`src/rtl/isc_mode_pkg.sv`:
```
package isc_mode_pkg;
  localparam int ModeW = 2;
  localparam int KindW = 2;

  typedef enum logic [ModeW-1:0] {
    MODE_UNPROG   = 2'b00,
    MODE_ACCESSED = 2'b01,
    MODE_COMPLETE = 2'b10,
    MODE_OPER     = 2'b11
  } iscMode_e;

  typedef enum logic [KindW-1:0] {
    KIND_TEST    = 2'b00,
    KIND_ENABLE  = 2'b01,
    KIND_DISABLE = 2'b10,
    KIND_OTHER   = 2'b11
  } insnKind_e;

  typedef struct packed {
    logic latchDone;
    logic clearDone;
  } iscStrobe_t;
endpackage

```
`src/rtl/isc_mode_ctrl.sv`:
```
module isc_mode_ctrl
  import isc_mode_pkg::*;
(
  input  logic             clk,
  input  logic             rst_n,
  input  logic             porEvt,
  input  logic             tlrEvt,
  input  logic             loadEvt,
  input  logic             execEvt,
  input  logic [KindW-1:0] insnKind,
  input  logic             doneReg,
  output iscMode_e         modeQ,
  output iscStrobe_t       strb
);
  iscMode_e modeD;
  iscMode_e exitMode;
  logic     disableHit;
  logic     enableHit;

  assign exitMode   = doneReg ? MODE_COMPLETE : MODE_UNPROG;
  assign enableHit  = execEvt && (insnKind == KIND_ENABLE);
  assign disableHit = (execEvt || loadEvt) && (insnKind == KIND_DISABLE);

  always_comb begin
    modeD = modeQ;
    if (porEvt) begin
      modeD = MODE_UNPROG;
    end else if (tlrEvt) begin
      if (modeQ == MODE_COMPLETE) modeD = doneReg ? MODE_OPER : MODE_UNPROG;
    end else if (modeQ == MODE_ACCESSED) begin
      if (disableHit) modeD = exitMode;
    end else if (enableHit) begin
      modeD = MODE_ACCESSED;
    end
  end

  always_comb begin
    strb.clearDone = (modeD == MODE_UNPROG);
    strb.latchDone = (modeQ == MODE_ACCESSED) && (modeD == MODE_ACCESSED);
  end

  always_ff @(posedge clk or negedge rst_n) begin
    if (!rst_n) modeQ <= MODE_UNPROG;
    else        modeQ <= modeD;
  end


  por_to_unprog_chk: assert property (@(posedge clk) disable iff (!rst_n)
    porEvt |=> modeQ == MODE_UNPROG);

  enable_exec_chk: assert property (@(posedge clk) disable iff (!rst_n)
    (!porEvt && !tlrEvt && execEvt && insnKind == KIND_ENABLE) |=> modeQ == MODE_ACCESSED);

  tlr_complete_chk: assert property (@(posedge clk) disable iff (!rst_n)
    (!porEvt && tlrEvt && modeQ == MODE_COMPLETE && doneReg) |=> modeQ == MODE_OPER);

  test_insn_stable_chk: assert property (@(posedge clk) disable iff (!rst_n)
    (!porEvt && !tlrEvt && (loadEvt || execEvt) && insnKind == KIND_TEST) |=> $stable(modeQ));
endmodule

```
`src/rtl/isc_done_dp.sv`:
```
module isc_done_dp
  import isc_mode_pkg::*;
(
  input  logic       clk,
  input  logic       rst_n,
  input  logic       doneIn,
  input  iscStrobe_t strb,
  output logic       doneReg
);
  always_ff @(posedge clk or negedge rst_n) begin
    if (!rst_n)              doneReg <= 1'b0;
    else if (strb.clearDone) doneReg <= 1'b0;
    else if (strb.latchDone) doneReg <= doneIn;
  end


  done_hold_chk: assert property (@(posedge clk) disable iff (!rst_n)
    (!strb.clearDone && !strb.latchDone) |=> $stable(doneReg));

  done_capture_chk: assert property (@(posedge clk) disable iff (!rst_n)
    (strb.latchDone && !strb.clearDone) |=> doneReg == $past(doneIn));
endmodule

```
`src/rtl/isc_mode_tracker.sv`:
```
module isc_mode_tracker
  import isc_mode_pkg::*;
(
  input  logic             clk,
  input  logic             rst_n,
  input  logic             porEvt,
  input  logic             tlrEvt,
  input  logic             loadEvt,
  input  logic             execEvt,
  input  logic [KindW-1:0] insnKind,
  input  logic             doneIn,
  output logic [ModeW-1:0] mode,
  output logic             iscEnabled,
  output logic             iscDone
);
  iscMode_e   modeQ;
  iscStrobe_t strb;
  logic       doneReg;

  isc_mode_ctrl u_ctrl (
    .clk(clk), .rst_n(rst_n), .porEvt(porEvt), .tlrEvt(tlrEvt),
    .loadEvt(loadEvt), .execEvt(execEvt), .insnKind(insnKind),
    .doneReg(doneReg), .modeQ(modeQ), .strb(strb)
  );

  isc_done_dp u_dp (
    .clk(clk), .rst_n(rst_n), .doneIn(doneIn), .strb(strb), .doneReg(doneReg)
  );

  assign mode       = modeQ;
  assign iscEnabled = (modeQ == MODE_ACCESSED);
  assign iscDone    = doneReg;


  oper_done_chk: assert property (@(posedge clk) disable iff (!rst_n)
    (mode == MODE_OPER) |-> iscDone);

  unprog_clear_chk: assert property (@(posedge clk) disable iff (!rst_n)
    (mode == MODE_UNPROG) |-> !iscDone);
endmodule

```
`config.mk`:
```
export PLATFORM = sky130hd
export DESIGN_NAME = isc_mode_tracker
export DESIGN_NICKNAME = d
export VERILOG_FILES = /design/src/rtl/isc_mode_pkg.sv /design/src/rtl/isc_mode_ctrl.sv /design/src/rtl/isc_done_dp.sv /design/src/rtl/isc_mode_tracker.sv
export SDC_FILE = /design/constraint.sdc
export NUM_CORES = 1
export LEC_CHECK = 0
export BUFFER_PORTS_ARGS = -buffer_cell sky130_fd_sc_hd__buf_2
export CAP_MARGIN = 30
export CORE_AREA = 2 2 39 41
export CTS_CLUSTER_SIZE = 25
export DETAILED_ROUTE_END_ITERATION = 16
export DIE_AREA = 0 0 41 43
export MAX_ROUTING_LAYER = met4
export SLEW_MARGIN = 0
export SYNTH_ARGS = -nofsm -noshare
export SYNTH_HDL_FRONTEND = slang
export SYNTH_HIERARCHICAL = 1
export SYNTH_SLANG_ARGS = --single-unit
```
`constraint.sdc`:
```
create_clock -name clk -period 2.9 [get_ports clk]
set_input_delay 0.29 -clock clk [delete_from_list [all_inputs] [get_ports clk]]
set_output_delay 0.29 -clock clk [all_outputs]
set_load 0.03 [all_outputs]
```
==> insert_results.sql, run 1 <==
INSERT INTO impl_metrics (metric_group, metric, value, unit) VALUES
('worst_setup_path', 'arrival_worst_endpoint', '1.66', 'ns'),
('timing', 'worst_hold_slack', '0.315', 'ns'),
('pwr', 'power_frac_seq', '31.5', '%'),
('synthesis', 'synthXorXnorAreaFrac', '0', '%'),
('global_route', 'grt_first_pass_wirelength', '848', 'µm'),
('detailed_routing', 'viasPerCell', '4.30', ''),
('pwr', 'switching_share', '25.0', '%'),
('timing', 'timing.fmax', '0.648', 'GHz'),
('clock_network', 'number_of_buffers_on_the_longest_clock_path', '2', ''),
('synthesis', 'synthMostInstantiatedCell', 'nand2_1', ''),
('placement', 'placed_cells', '52', ''),
('timing', 'grt_setup_unrepaired', 'no', ''),
('synthesis', 'synthArstFlopShare', '100', '%'),
('synthesis', 'seq_area_frac_synth', '35.7', '%'),
('synthesis', 'synth_largest_area_cell', 'dfrtp_1', ''),
('synthesis', 'yosys_warn_count', '6', ''),
('detailed_routing', 'finalWirelength', '504', 'µm'),
('worst_setup_path', 'worst-path-max-fanout', '6', ''),
('placement', 'placement.io_buffers', '12', ''),
('die', 'ios', '13', ''),
('status', 'status', 'complete, no violations', ''),
('timing', 'clock_skew', '0.00105', 'ns'),
('die', 'start_util', '15.2', '%'),
('layout', 'post_route_cells_drive_above_1_share', '43.9', '%'),
('global_route', 'grt_overflow_total', '0', ''),
('layout', 'diodes', '0', ''),
('run', 'drv_cap', '0', ''),
('synthesis', 'synthAdderAreaFrac', '0', '%'),
('timing', 'worst_slew_margin_rel', '73.9', '%'),
('synthesis', 'synth_enable_flop_cells', '0', ''),
('synthesis', 'synth_fp_nets', '33', ''),
('clock_network', 'cts.root.buffer_cell', 'clkbuf_4', ''),
('die', 'dieWidth', '41', 'µm'),
('pwr', 'intPower', '0.107', 'mW'),
('detailed_routing', 'route.detailed.drc', '0', ''),
('timing', 'finalCritPeriodShare', '53.2', '%'),
('layout', 'nNetsFinal', '51', ''),
('clock_network', 'post_cts_resized', '0', ''),
('synthesis', 'post_synth_mux_area_share', '4.76', '%'),
('layout', 'finish.cell_count_without_fillers', '57', ''),
('synthesis', 'synth_top_family_by_area', 'simple AND/OR/NAND/NOR gates', ''),
('timing', 'layout_setup_ws', '1.36', 'ns'),
('synthesis', 'synth_ff_type', 'dfrtp_1', ''),
('synthesis', 'post_syn_instances', '24', ''),
('placement', 'placement.setup.worst_slack', '1.35', 'ns'),
('synthesis', 'synth.top_cells.by_area', 'dfrtp_1 36%, nand2_1 11%, nor2b_4 6.5%', ''),
('synthesis', 'number_of_unique_standard_cell_types_used_by_synthesis', '16', ''),
('layout', 'filler_instances', '165', ''),
('clock_network', 'tritoncts_clock_tree', 'yes', ''),
('detailed_routing', 'detailroute.via_count', '245', ''),
('timing', 'period_minus_slack', '1.54', 'ns'),
('worst_setup_path', 'regToRegEndpoint', 'u_dp/doneReg', ''),
('timing', 'timing_hold_violations_final', '0', ''),
('synthesis', 'synth_cell_count_leaders', '6 x nand2_1, 3 x dfrtp_1, 2 x nor2_1', ''),
('synthesis', 'syn_area_per_cell', '8.76', 'µm²'),
('die', 'die_area', '0.00176', 'mm²'),
('clock_network', 'cts_hold_buf', '1', ''),
('layout', 'synthToLayoutAreaGrowth', '55.4', '%'),
('global_route', 'first_global_vias', '230', ''),
('worst_setup_path', 'critical_path_data_required_time', '3.02', 'ns'),
('clock_network', 'clock_latency', '0.23', 'ns'),
('clock_network', 'numCtsBuffers', '3', ''),
('clock_network', 'clock_transition_time_at_the_flip_flop_clock_pins_of_the_worst_setup_and_hold_paths', '0.04', 'ns'),
('timing', 'drv_slew', '0', ''),
('worst_setup_path', 'worstSetupPathType', 'flip-flop to flip-flop', ''),
('synthesis', 'synth-seq-cells', '3', ''),
('pwr', 'clkPwrFrac', '50.4', '%'),
('worst_setup_path', 'regToRegStartpoint', 'u_ctrl/modeQ[1]', ''),
('min_path', 'worst_hold_launch', 'doneIn', ''),
('detailed_routing', 'firstDrtPassIters', '4', ''),
('die', 'core-area', '0.00138', 'mm²');
registers in the layout, indices dropped and copies added, names as in the netlist:
name / count
u_ctrl/modeQ: 2
u_dp/doneReg: 1
through the flow:
stage          utilization (%)  total power [mW]  cell area [µm²]
6_report                  23.6             0.142              327
4_1_cts                   23.6             0.148              327
5_1_grt                   23.6             0.153              327
3_5_place_dp              21.0            0.0705              290
2_1_floorplan                -            0.0593              210
3_3_place_gp              21.0            0.0706              290
placed cells by master, fill, tap and decap left out, types with 2 or more instances in the layout:
cell type	synthesis	routed
dfrtp_1	3	3
nor2_1	2	2
buf_2	0	12
clkbuf_4	0	3
nand2_1	6	6
final cells by class:
| type | instances | area [µm²] | share of cell area, % |
|---|---|---|---|
| multi-input cells | 20 | 131 | 40.2 |
| flip-flops and latches | 3 | 75.1 | 23.0 |
| repair buffers | 13 | 70.1 | 21.5 |
| clock buffers | 4 | 26.3 | 8.05 |
| well taps | 16 | 20.0 | 6.13 |
| inverters | 1 | 3.75 | 1.15 |
routing by layer:
metal / part of all wire, % / track usage, % / vias to the layer above
met2: 53 / 10.6 / 5
li1: - / - / 121
met1: 40 / 7.49 / 119
met5: 0 / - / -
met4: 0 / 4.00 / 0
met3: 6.7 / 6.28 / 0
power groups by stage:
stage / clock (mW) / sequential [mW] / combinational, mW
after CTS: 0.0767 / 0.0450 / 0.0262
after detailed placement: 0 / 0.0454 / 0.0251
after floorplan: 0 / 0.0473 / 0.0120
after global placement: 0 / 0.0455 / 0.0251
after global routing: 0.0798 / 0.0451 / 0.0284
final: 0.0718 / 0.0449 / 0.0257
kinds of logic after synthesis:
group,count (synthesis)
compound gates,6
buf+inv,1
simple gates,13
mux,1
flops,3
worst max-delay path, cell delays in order (launching register included):
cell and delay (ns):
dfrtp_1 0.44, nand2_1 0.08, a31oi_1 0.35, nand2_1 0.09, nor3_1 0.20, mux2i_1 0.21, nor2_1 0.05
how the worst max path moves through the flow:
stage,start,end
2_1_floorplan,u_ctrl/modeQ[1],u_dp/doneReg
3_3_place_gp,u_ctrl/modeQ[1],u_dp/doneReg
3_5_place_dp,u_ctrl/modeQ[1],u_dp/doneReg
4_1_cts,u_ctrl/modeQ[1],u_dp/doneReg
5_1_grt,u_ctrl/modeQ[1],u_dp/doneReg
6_report,u_ctrl/modeQ[1],u_dp/doneReg
Power figures use the tool's default switching activity.
==> inputs of run 2 (changes only) <==
Settings changed: ABC_AREA set to 1.
Clock period 2.9 ns to 1.4 ns, I/O delays scaled along.
==> insert_results.sql, run 2 <==
INSERT INTO impl_metrics (metric_group, metric, value, unit) VALUES
('detailed_routing', 'routedWlPerCell', '7.77', 'µm'),
('placement', 'placement.io_buffers', '12', ''),
('run', 'drv_cap', '0', ''),
('worst_setup_path', 'worst_path_most_repeated_cell', 'nand2_1', ''),
('synthesis', 'synth_ff_type', 'dfrtp_1', ''),
('worst_setup_path', 'worstSetupPathType', 'flip-flop to flip-flop', ''),
('clock_network', 'cts.root.buffer_cell', 'clkbuf_4', ''),
('synthesis', 'synth_enable_flop_cells', '0', ''),
('synthesis', 'synth_cell_count_leaders', '12 x inv_1, 12 x nand2_1, 4 x nand3_1, 4 x nor2_1, 3 x dfrtp_1', ''),
('global_route', 'grt_overflow_total', '0', ''),
('worst_setup_path', 'crit_path_max_incr_delay', '0.46', 'ns'),
('layout', 'synthToLayoutAreaGrowth', '42.9', '%'),
('global_route', 'first_global_vias', '253', ''),
('timing', 'worst_hold_slack', '0.143', 'ns'),
('synthesis', 'synth_largest_area_cell', 'dfrtp_1', ''),
('layout', 'most-common-layout-cells', '12 x inv_1, 12 x buf_2, 12 x nand2_1', ''),
('timing', 'setup_viol', '0', ''),
('timing', 'finalCritPeriodShare', '88.5', '%'),
('detailed_routing', 'first_iter_violations', '5', ''),
('timing', 'layout_setup_ws', '0.161', 'ns'),
('die', 'die_area', '0.00176', 'mm²'),
('timing', 'period_minus_slack', '1.24', 'ns'),
('clock_network', 'tritoncts_clock_tree', 'yes', ''),
('clock_network', 'clock_latency', '0.23', 'ns'),
('synthesis', 'synth-seq-cells', '3', ''),
('synthesis', 'yosys_warn_count', '6', ''),
('worst_setup_path', 'ff2ff_path_depth', '10', ''),
('placement', 'placed_cells', '73', ''),
('clock_network', 'clock_sinks', '3', ''),
('detailed_routing', 'firstDrtPassIters', '4', ''),
('layout', 'largest_register_by_flop_count', 'u_ctrl/modeQ', ''),
('synthesis', 'synthArstFlopShare', '100', '%'),
('global_route', 'grt_max_degree', '7', ''),
('synthesis', 'post_syn_instances', '45', ''),
('die', 'std_cell_rows', '14', ''),
('worst_setup_path', 'timing.critical_path.slowest_stage_cell', 'dfrtp_1', ''),
('detailed_routing', 'route.detailed.drc', '0', ''),
('pwr', 'power_density_relative_to_cell_area', '839', 'mW/mm²'),
('clock_network', 'numCtsBuffers', '3', ''),
('detailed_routing', 'finalWirelength', '606', 'µm'),
('detailed_routing', 'viasPerCell', '3.88', ''),
('clock_network', 'cts_h_tree_depth', '1', ''),
('timing', 'clock_skew', '0.00128', 'ns'),
('layout', 'nNetsFinal', '72', ''),
('pwr', 'power.ir.vdd_worst', '0.000308', 'V'),
('synthesis', 'seq_area_frac_synth', '27.6', '%'),
('detailed_routing', 'antenna_left', '0', ''),
('placement', 'placement.setup.worst_slack', '0.158', 'ns'),
('clock_network', 'post_cts_resized', '0', ''),
('worst_setup_path', 'critical_path_data_required_time', '1.52', 'ns'),
('layout', 'diodes', '0', ''),
('global_route', 'number_of_antenna_violations_at_the_first_check_in_global_routing', '0', ''),
('global_route', 'grt_use_total', '7.62', '%'),
('synthesis', 'number_of_unique_standard_cell_types_used_by_synthesis', '12', ''),
('clock_network', 'post-cts-setup-buffers', '0', ''),
('status', 'status', 'complete, no violations', ''),
('layout', 'finish.cell_count_without_fillers', '78', ''),
('timing', 'grt_setup_unrepaired', 'no', ''),
('worst_setup_path', 'path_cells', 'nor2_4, nand3_2, nand2_1, nand2_1, nand2_2, nand2_1, inv_1, inv_1, nand3_1, nand2_1', ''),
('timing', 'timing_worst_slew_pin_value', '0.266', 'ns'),
('synthesis', 'synth_largest_type_area_fraction', '27.6', '%'),
('die', 'dieWidth', '41', 'µm'),
('worst_setup_path', 'end_kind', 'flip-flop', ''),
('timing', 'timing.fmax', '0.807', 'GHz'),
('die', 'start_util', '19.6', '%'),
('min_path', 'min_path_cells', '3', ''),
('synthesis', 'post_synth_instance_area', '272', 'µm²'),
('synthesis', 'synth.top_cells.by_area', 'dfrtp_1 28%, inv_1 17%, nand2_1 17%', ''),
('worst_setup_path', 'worst-path-max-fanout', '6', ''),
('die', 'core-area', '0.00138', 'mm²'),
('timing', 'setup_total_negative_slack', '0', 'ns'),
('timing', 'worst_slew_margin_rel', '82.2', '%'),
('placement', 'gp_congestion', '0.732', ''),
('layout', 'largest_registers', 'u_ctrl/modeQ (2), u_dp/doneReg (1)', ''),
('synthesis', 'syn_area_per_cell', '6.03', 'µm²'),
('detailed_routing', 'detailroute.via_count', '303', ''),
('clock_network', 'clock_transition_time_at_the_flip_flop_clock_pins_of_the_worst_setup_and_hold_paths', '0.04', 'ns'),
('die', 'die_h', '43', 'µm'),
('min_path', 'hp-class', 'primary input to flip-flop', ''),
('synthesis', 'synth_fp_nets', '54', ''),
('clock_network', 'number_of_buffers_on_the_longest_clock_path', '2', ''),
('worst_setup_path', 'arrival_worst_endpoint', '1.36', 'ns'),
('layout', 'largest_register_ffs', '2', ''),
('timing', 'timing_hold_violations_final', '0', ''),
('global_route', 'grt_first_pass_wirelength', '862', 'µm'),
('layout', 'post_route_cells_drive_above_1_share', '38.7', '%'),
('worst_setup_path', 'critPathLaunchType', 'flip-flop', ''),
('timing', 'drv_slew', '0', ''),
('pwr', 'power.leakage', '0.249', 'nW'),
('die', 'ios', '13', ''),
('placement', 'detailed_place_hpwl', '489', 'µm');
run 2: changes by cell type after synthesis, sizes merged, moves of 2 or more:
cell and change:
inv +13, nand2 +8, nor2 +5, nand3 +5, o21ai -2
run 2: cells by family after synthesis:
kind of cell    synth area share [%]
flops                           27.6
buf+inv                         19.4
compound gates                  6.45
simple gates                    46.5
run 2: routing by layer:
| metal | vias up | wire [µm] | GRT usage (%) | share of wire, % |
|---|---|---|---|---|
| li1 | 164 | - | - | - |
| met1 | 130 | 267 | 7.74 | 44 |
| met2 | 9 | 291 | 11.9 | 48 |
| met3 | 0 | 46 | 1.57 | 7.6 |
| met4 | 0 | 0 | 6.00 | 0 |
| met5 | - | 0 | - | 0 |
run 2: area by class of cell:
type / instances / area [µm²]
Clock buffer: 4 / 26.3
Fill cell: 158 / 996
Inverter: 14 / 52.6
Multi-Input combinational cell: 28 / 144
Sequential cell: 3 / 75.1
Tap cell: 16 / 20.0
Timing Repair Buffer: 13 / 70.1
run 2: final timing paths:
path | slack [ns] | end | from
min in group asynchronous | 0.24 | u_ctrl/modeQ[1] | rst_n
setup / recovery | 0.16 | u_dp/doneReg | u_ctrl/modeQ[1]
hold reg to reg | 0.56 | u_dp/doneReg | u_dp/doneReg
hold / removal | 0.14 | u_dp/doneReg | doneIn
max in group asynchronous | 1.06 | u_ctrl/modeQ[0] | rst_n
setup reg to reg | 0.16 | u_dp/doneReg | u_ctrl/modeQ[1]
run 2: repair_timing:
action / in CTS / in global routing
endpoints found under the setup margin: 0 / 0
hold endpoints to repair: 3 / 0
hold buffers: 1 / 0
run 2: power breakdown:
group | internal (mW) | total (mW) | leakage (nW) | switching [mW]
clock | 0.107 | 0.150 | 0.0150 | 0.0432
sequential | 0.0910 | 0.0975 | 0.0405 | 0.00646
combinational | 0.0298 | 0.0781 | 0.194 | 0.0483
run 2: critical path, delay by kind of cell, from the launching register on:
family,cells,cell delay (ns)
buffers and inverters,2,0.10
flip-flops,1,0.46
AND/OR/NAND/NOR,8,0.57
run 2: metrics by stage:
step | utilization, % | power [mW] | area [µm²]
2_1_floorplan | - | 0.147 | 272
3_3_place_gp | 25.4 | 0.174 | 352
3_5_place_dp | 25.4 | 0.175 | 352
4_1_cts | 28.0 | 0.336 | 388
5_1_grt | 28.0 | 0.348 | 388
6_report | 28.0 | 0.325 | 388
==> inputs of run 3 (changes only) <==
Settings changed: BUFFER_PORTS_ARGS -buffer_cell sky130_fd_sc_hd__buf_2 to unset, DONT_BUFFER_PORTS set to 1.
==> insert_results.sql, run 3 (synthesis results as in run 2) <==
INSERT INTO impl_metrics (metric_group, metric, value, unit) VALUES
('clock_network', 'numCtsBuffers', '3', ''),
('worst_setup_path', 'worstSetupPathType', 'flip-flop to output pin', ''),
('placement', 'gp_congestion', '0.660', ''),
('placement', 'detailed_place_hpwl', '484', 'µm'),
('layout', 'finish.cell_count_without_fillers', '69', ''),
('layout', 'most-common-layout-cells', '12 x inv_1, 12 x nand2_1, 4 x nor2_1, 4 x nand3_1', ''),
('timing', 'worst_hold_slack', '0.0532', 'ns'),
('worst_setup_path', 'crit_path_max_incr_delay', '0.44', 'ns'),
('timing', 'timing_worst_slew_pin_value', '0.337', 'ns'),
('timing', 'timing.fmax', '0.753', 'GHz'),
('clock_network', 'cts.root.buffer_cell', 'clkbuf_4', ''),
('clock_network', 'number_of_buffers_on_the_longest_clock_path', '2', ''),
('placement', 'placement.io_buffers', '0', ''),
('layout', 'largest_registers', 'u_ctrl/modeQ (2), u_dp/doneReg (1)', ''),
('die', 'dieWidth', '41', 'µm'),
('min_path', 'hp-class', 'primary input to flip-flop', ''),
('worst_setup_path', 'critical_path_data_required_time', '1.26', 'ns'),
('global_route', 'grt_use_total', '7.82', '%'),
('detailed_routing', 'routedWlPerCell', '8.10', 'µm'),
('clock_network', 'clock_transition_time_at_the_flip_flop_clock_pins_of_the_worst_setup_and_hold_paths', '0.04', 'ns'),
('timing', 'worst_slew_margin_rel', '77.5', '%'),
('worst_setup_path', 'path_cells', 'buf_4, nor2_2', ''),
('timing', 'period_minus_slack', '1.33', 'ns'),
('die', 'ios', '13', ''),
('clock_network', 'post-cts-setup-buffers', '0', ''),
('detailed_routing', 'first_iter_violations', '1', ''),
('layout', 'nNetsFinal', '63', ''),
('die', 'die_area', '0.00176', 'mm²'),
('layout', 'synthToLayoutAreaGrowth', '29.0', '%'),
('die', 'core-area', '0.00138', 'mm²'),
('status', 'status', 'complete, no violations', ''),
('detailed_routing', 'detailroute.via_count', '278', ''),
('layout', 'filler_instances', '169', ''),
('timing', 'clock_skew', '0.00110', 'ns'),
('placement', 'placed_cells', '64', ''),
('die', 'die_h', '43', 'µm'),
('global_route', 'grt_first_pass_wirelength', '869', 'µm'),
('detailed_routing', 'route.met3.wl', '61', 'µm'),
('worst_setup_path', 'worstPathBufferInverterCount', '1', ''),
('clock_network', 'clock_sinks', '3', ''),
('pwr', 'power.ir.vdd_worst', '0.000334', 'V'),
('die', 'std_cell_rows', '14', ''),
('timing', 'setup_viol', '0', ''),
('global_route', 'grt_overflow_total', '0', ''),
('clock_network', 'clock_latency', '0.23', 'ns'),
('layout', 'finished_cell_area', '350', 'µm²'),
('timing', 'timing_hold_violations_final', '0', ''),
('detailed_routing', 'viasPerCell', '4.03', ''),
('pwr', 'power.leakage', '0.213', 'nW'),
('worst_setup_path', 'arrival_worst_endpoint', '1.19', 'ns'),
('detailed_routing', 'finalWirelength', '559', 'µm'),
('detailed_routing', 'route.detailed.drc', '0', ''),
('detailed_routing', 'firstDrtPassIters', '4', ''),
('timing', 'drv_slew', '0', ''),
('detailed_routing', 'antenna_left', '0', ''),
('worst_setup_path', 'timing.critical_path.slowest_stage_cell', 'dfrtp_1', ''),
('worst_setup_path', 'critPathLaunchType', 'flip-flop', ''),
('run', 'drv_cap', '0', ''),
('clock_network', 'cts_h_tree_depth', '1', ''),
('pwr', 'power_density_relative_to_cell_area', '889', 'mW/mm²'),
('timing', 'layout_setup_ws', '0.0723', 'ns'),
('placement', 'place_area', '314', 'µm²'),
('worst_setup_path', 'end_kind', 'output pin', ''),
('layout', 'largest_register_by_flop_count', 'u_ctrl/modeQ', ''),
('layout', 'post_route_cells_drive_above_1_share', '28.3', '%'),
('worst_setup_path', 'worst-path-max-fanout', '5', ''),
('timing', 'grt_setup_unrepaired', 'no', ''),
('global_route', 'grt_max_degree', '6', ''),
('global_route', 'first_global_vias', '270', ''),
('layout', 'largest_register_ffs', '2', ''),
('die', 'start_util', '19.6', '%'),
('detailed_routing', 'wirelength_met1', '210', 'µm'),
('worst_setup_path', 'path_delay_family', 'flip-flops', ''),
('clock_network', 'tritoncts_clock_tree', 'yes', ''),
('global_route', 'number_of_antenna_violations_at_the_first_check_in_global_routing', '0', ''),
('detailed_routing', 'wl_met2', '269', 'µm'),
('layout', 'diodes', '0', ''),
('timing', 'finalCritPeriodShare', '94.8', '%'),
('detailed_routing', 'highest_layer', 'met4', ''),
('timing', 'setup_total_negative_slack', '0', 'ns'),
('placement', 'placement.setup.worst_slack', '0.162', 'ns');
==> run 3: cell types whose count changed in the layout (fill, tap and decap cells not counted), sizes merged <==
cell	delta
buf	-9
==> run 3: layout make-up <==
class / instances / area (µm²) / area share (%)
Clock buffer: 4 / 26.3 / 7.50
Sequential cell: 3 / 75.1 / 21.4
Tap cell: 16 / 20.0 / 5.71
Multi-Input combinational cell: 28 / 144 / 41.1
Timing Repair Buffer: 4 / 32.5 / 9.29
Inverter: 14 / 52.6 / 15.0
==> run 3: final timing paths <==
check | from | to | slack (ns) | cells past startpoint
max | u_ctrl/modeQ[1] | iscEnabled | 0.07 | 2
min | doneIn | u_dp/doneReg | 0.05 | 2
max reg2reg | u_ctrl/modeQ[1] | u_dp/doneReg | 0.18 | 10
min reg2reg | u_dp/doneReg | u_ctrl/modeQ[1] | 0.67 | 4
max in group asynchronous | rst_n | u_ctrl/modeQ[0] | 1.09 | 1
min in group asynchronous | rst_n | u_ctrl/modeQ[1] | 0.16 | 1
==> run 3: stage by stage <==
step / utilization (%) / total power [mW]
floorplan: - / 0.147
global placement: 22.7 / 0.158
detailed placement: 22.7 / 0.159
CTS: 25.3 / 0.319
global route: 25.3 / 0.333
finish: 25.3 / 0.312
==> run 3: power by group <==
part	internal (mW)	switching [mW]	total [mW]	leakage [nW]
registers	0.0911	0.00486	0.0959	0.0405
logic	0.0233	0.0416	0.0649	0.158
clock network	0.107	0.0440	0.151	0.0150
total	0.221	0.0904	0.312	0.213
==> run 3: what timing repair did <==
action                                  CTS  global route
hold buffers                              1             0
hold endpoints to repair                  3             0
gates resized for setup                   0             0
endpoints found under the setup margin    0             0
==> run 3: per-layer routing <==
metal | GRT usage, % | vias up
met4 | 8.00 | 0
met1 | 6.75 | 119
met3 | 1.57 | 2
li1 | - | 146
met2 | 12.5 | 11
met5 | - | -
